`config.mk`:
```
export PLATFORM = sky130hd
export DESIGN_NAME = i2c_event_vectorizer
export DESIGN_NICKNAME = d
export VERILOG_FILES = /design/src/rtl/i2c_event_vectorizer.sv
export SDC_FILE = /design/constraint.sdc
export NUM_CORES = 1
export LEC_CHECK = 0
export ABC_CLOCK_PERIOD_IN_PS = 1200
export BUFFER_PORTS_ARGS = -buffer_cell sky130_fd_sc_hd__buf_2
export CAP_MARGIN = 10
export CORE_MARGIN = 2
export CORE_UTILIZATION = 37
export DETAILED_ROUTE_END_ITERATION = 8
export PLACE_DENSITY_LB_ADDON = 0.12
export REMOVE_ABC_BUFFERS = 1
export SLEW_MARGIN = 20
export SYNTH_ARGS = -nofsm -noshare
export SYNTH_HDL_FRONTEND = slang
export SYNTH_SLANG_ARGS = --single-unit
```
`constraint.sdc`:
```
create_clock -name clk -period 1.2 [get_ports clk]
set_clock_uncertainty 0.05 [all_clocks]
set_input_delay 0.06 -clock clk [delete_from_list [all_inputs] [get_ports clk]]
set_output_delay 0.06 -clock clk [all_outputs]
set_load 0.01 [all_outputs]
```
`src/rtl/i2c_event_vectorizer.sv`:
```
module i2c_event_vectorizer #(
  parameter int DW = 16
) (
  input  logic          clk,
  input  logic          rst_n,
  input  logic          ev_arb_lost,
  input  logic          ev_nack,
  input  logic          ev_acc_rdy,
  input  logic          ev_rx_rdy,
  input  logic          ev_tx_rdy,
  input  logic          ev_stop,
  input  logic          ev_slave_hit,
  input  logic          rx_shift_full,
  input  logic          bus_busy,
  input  logic          reg_wr,
  input  logic          reg_rd,
  input  logic [1:0]    reg_addr,
  input  logic [DW-1:0] reg_wdata,
  output logic [DW-1:0] reg_rdata,
  output logic [DW-1:0] status_o,
  output logic [2:0]    vector_o,
  output logic          irq
);
  localparam int NSRC = 7;
  localparam logic [1:0] A_MASK = 2'd0, A_STAT = 2'd1, A_VEC = 2'd2;

  logic [NSRC-1:0] pend, mask, act, ev, wr_clr, rd_clr;
  logic [2:0] vec;

  assign ev  = {ev_slave_hit, ev_stop, ev_tx_rdy, ev_rx_rdy, ev_acc_rdy, ev_nack, ev_arb_lost};
  assign act = pend & mask;
  assign irq = |act;

  always_comb begin
    vec = '0;
    for (int i = NSRC-1; i >= 0; i--)
      if (act[i]) vec = 3'(i + 1);
  end
  assign vector_o = vec;

  assign wr_clr = (reg_wr && reg_addr == A_STAT)
                ? {reg_wdata[9], reg_wdata[5], 2'b00, reg_wdata[2:0]} : '0;
  assign rd_clr = (reg_rd && reg_addr == A_VEC && vec != 3'd0)
                ? NSRC'(1) << (vec - 3'd1) : '0;

  always_ff @(posedge clk) begin
    if (!rst_n) begin
      pend <= '0;
      mask <= '0;
    end else begin
      pend <= (pend & ~(wr_clr | rd_clr)) | ev;
      if (reg_wr && reg_addr == A_MASK) mask <= reg_wdata[NSRC-1:0];
    end
  end

  always_comb begin
    status_o     = '0;
    status_o[4:0] = pend[4:0];
    status_o[5]  = pend[5];
    status_o[9]  = pend[6];
    status_o[11] = rx_shift_full;
    status_o[12] = bus_busy;
  end

  always_comb begin
    case (reg_addr)
      A_MASK:  reg_rdata = DW'(mask);
      A_STAT:  reg_rdata = status_o;
      A_VEC:   reg_rdata = DW'(vec);
      default: reg_rdata = '0;
    endcase
  end
endmodule


```
==> qor.csv <==
metric,value,unit
wl_per_cell,14.7,um
setup_viol,13,
antenna_found_initial,0,
synth_area_per_cell,8.33,um2
drc_errors,0,
violations,negative setup slack,
via_per_inst,5.12,
clock.fmax,605,MHz
ant_nets,0,
drv_slew,0,
wl,3.34,mm
antenna_cells,0,
crit_path_start_kind,flip-flop,
grt_use_total,20.9,%
num_vias,1163,
die_y,55.8,um
outcome,"complete, but fails checks",
power_density,720,nW/um2
start_util,39.6,%
cts_buffers,3,
dr.pass1.iters,4,
hold_path_class,input pin to flip-flop,
clockBufferDepth,2,
setup_slack,-453,ps
final_common_cell,buf_2,
syn_area,991,um2
top_usage_layer,met2,
ioPinCount,67,
hold_viol,0,
rows,18,
coreArea,2500,um2
htreeDepth,1,
cts_tree,done,
areaGrowthSynthToFinish,65.2,%
crit_arrival,1540,ps
hpwl,2.30,mm
port_buffers,45,
place_ws,-197,ps
final_cell_mix,"buf_2 (44), buf_4 (23), conb_1 (13)",
die-area,3110,um2
met1_usage,23.6,%
drtIter0Drc,27,
syn-instance-count,119,
grt_max_degree,15,
path_class,flip-flop to output port,
drive_above_1_share,53.8,%
rsz0062_at_grt,yes,
critPathRequiredTime,1090,ps
maxCapViolations,0,
seq_area_frac_synth,28.3,%
grt_pass1_wl,5.12,mm
met3_usage,5.35,%
die_w,55.8,um
ir_drop,0.528,mV
clock_sinks,14,
cts-root-buf,clkbuf_4,
nNetsFinal,230,
synthDistinctLibCells,29,
grt_pass1_vias,1118,
grt.met2_usage,36.2,%
path_clk_slew,80,ps
dp.cells,211,
ys_ff_latch,14,
p_leak,0.799,nW
grt_overflow,0,
critPathMaxFanout,4,
end_kind,output port,
clock_latency,290,ps
utilization,65.5,%
fin_cells,227,
post-route-period-util,138,%
yosys_warnings,0,
post-route-min-period,1650,ps
hold_ws,2.13,ps
routabilityCongestion,0.842,
==> where the power goes <==
part | switching (W) | leakage, nW | total [W] | internal (W)
clock | 0.000150 | 0.0138 | 0.000267 | 0.000117
combinational | 0.000190 | 0.665 | 0.000393 | 0.000204
sequential | 0.0000279 | 0.120 | 0.000518 | 0.000490
total | 0.000368 | 0.799 | 0.00118 | 0.000811
==> Yosys cell counts <==
cell | instances | area share, %
a41oi_2 | 1 | 1.6
conb_1 | 1 | 0.38
a32oi_1 | 2 | 1.8
nor3b_1 | 2 | 1.5
a21oi_1 | 4 | 2.0
clkbuf_1 | 3 | 1.1
a22oi_1 | 3 | 2.3
dfxtp_1 | 14 | 28
o21ai_0 | 5 | 2.5
buf_4 | 15 | 11
o221a_2 | 1 | 1.1
a222oi_1 | 1 | 1.0
nand4b_1 | 1 | 0.88
o211ai_1 | 1 | 0.76
a21boi_0 | 4 | 3.0
nand2_1 | 12 | 4.5
nor2_1 | 5 | 1.9
nand2b_1 | 1 | 0.63
mux2i_1 | 12 | 12
and2_1 | 6 | 3.8
o21a_1 | 1 | 0.76
a31oi_1 | 3 | 1.9
and2b_2 | 1 | 0.88
and4b_1 | 1 | 1.0
buf_2 | 2 | 1.0
o2bb2ai_1 | 2 | 1.8
nor2b_1 | 12 | 7.6
nand4_1 | 1 | 0.63
and3b_1 | 2 | 1.8
==> kinds of logic (layout without fill, tap and decap cells) <==
family                 Yosys count  count (layout)  synth area share [%]
AND/OR/NAND/NOR                 44              44                  25.1
AO/OA/AOI/OAI                   28              28                  20.6
buffers and inverters           20              86                  13.5
flip-flops                      14              14                  28.3
multiplexers                    12              12                  12.1
other                            1              13                 0.378
==> registers in the layout, summed over array words and instances (netlist names) <==
signal	flops
pend	7
mask	7
==> worst paths after layout <==
| path | from | endpoint | cells after the start | slack, ps |
|---|---|---|---|---|
| setup / recovery | mask[1] | reg_rdata[2] | 5 | -450 |
| hold reg to reg | mask[1] | mask[1] | 2 | 520 |
| setup reg to reg | mask[1] | pend[4] | 6 | -290 |
| hold / removal | reg_wdata[2] | mask[2] | 3 | 2 |
==> through the flow <==
step	setup TNS, ps	power, W	cell area (um2)
2_1_floorplan	-2310	0.000663	902
3_3_place_gp	-1320	0.000840	1350
3_5_place_dp	-1520	0.000844	1350
4_1_cts	-3490	0.00114	1520
5_1_grt	-4640	0.00124	1640
6_report	-3840	0.00118	1640
==> critical path, cell delays in order (launching register included) <==
cell and delay (ps):
dfxtp_2 350, a222oi_1 340, buf_4 180, and2b_2 150, o2bb2ai_1 100, buf_2 140
==> final cells by class <==
cell class	instances	area, um2
clock buffer	3	22.5
fill	225	863
timing repair buffer	83	567
sequential	14	302
multi-input combinational	97	708
tap	30	37.5
==> per-layer routing <==
layer | share of wire [%] | up-vias
li1 | - | 556
met1 | 39 | 545
met2 | 52 | 51
met3 | 6.1 | 11
met4 | 3.2 | 0
met5 | 0 | -
==> timing repair <==
item                                    in CTS  in global routing
gates resized for setup                     18                 25
endpoints found under the setup margin      13                 17
endpoints found under the hold margin        5                  0
setup buffers                                5                  3
pin swaps                                   10                 12
gates cloned                                 0                  0
hold buffers                                 5                  0
Power figures use the tool's default switching activity.
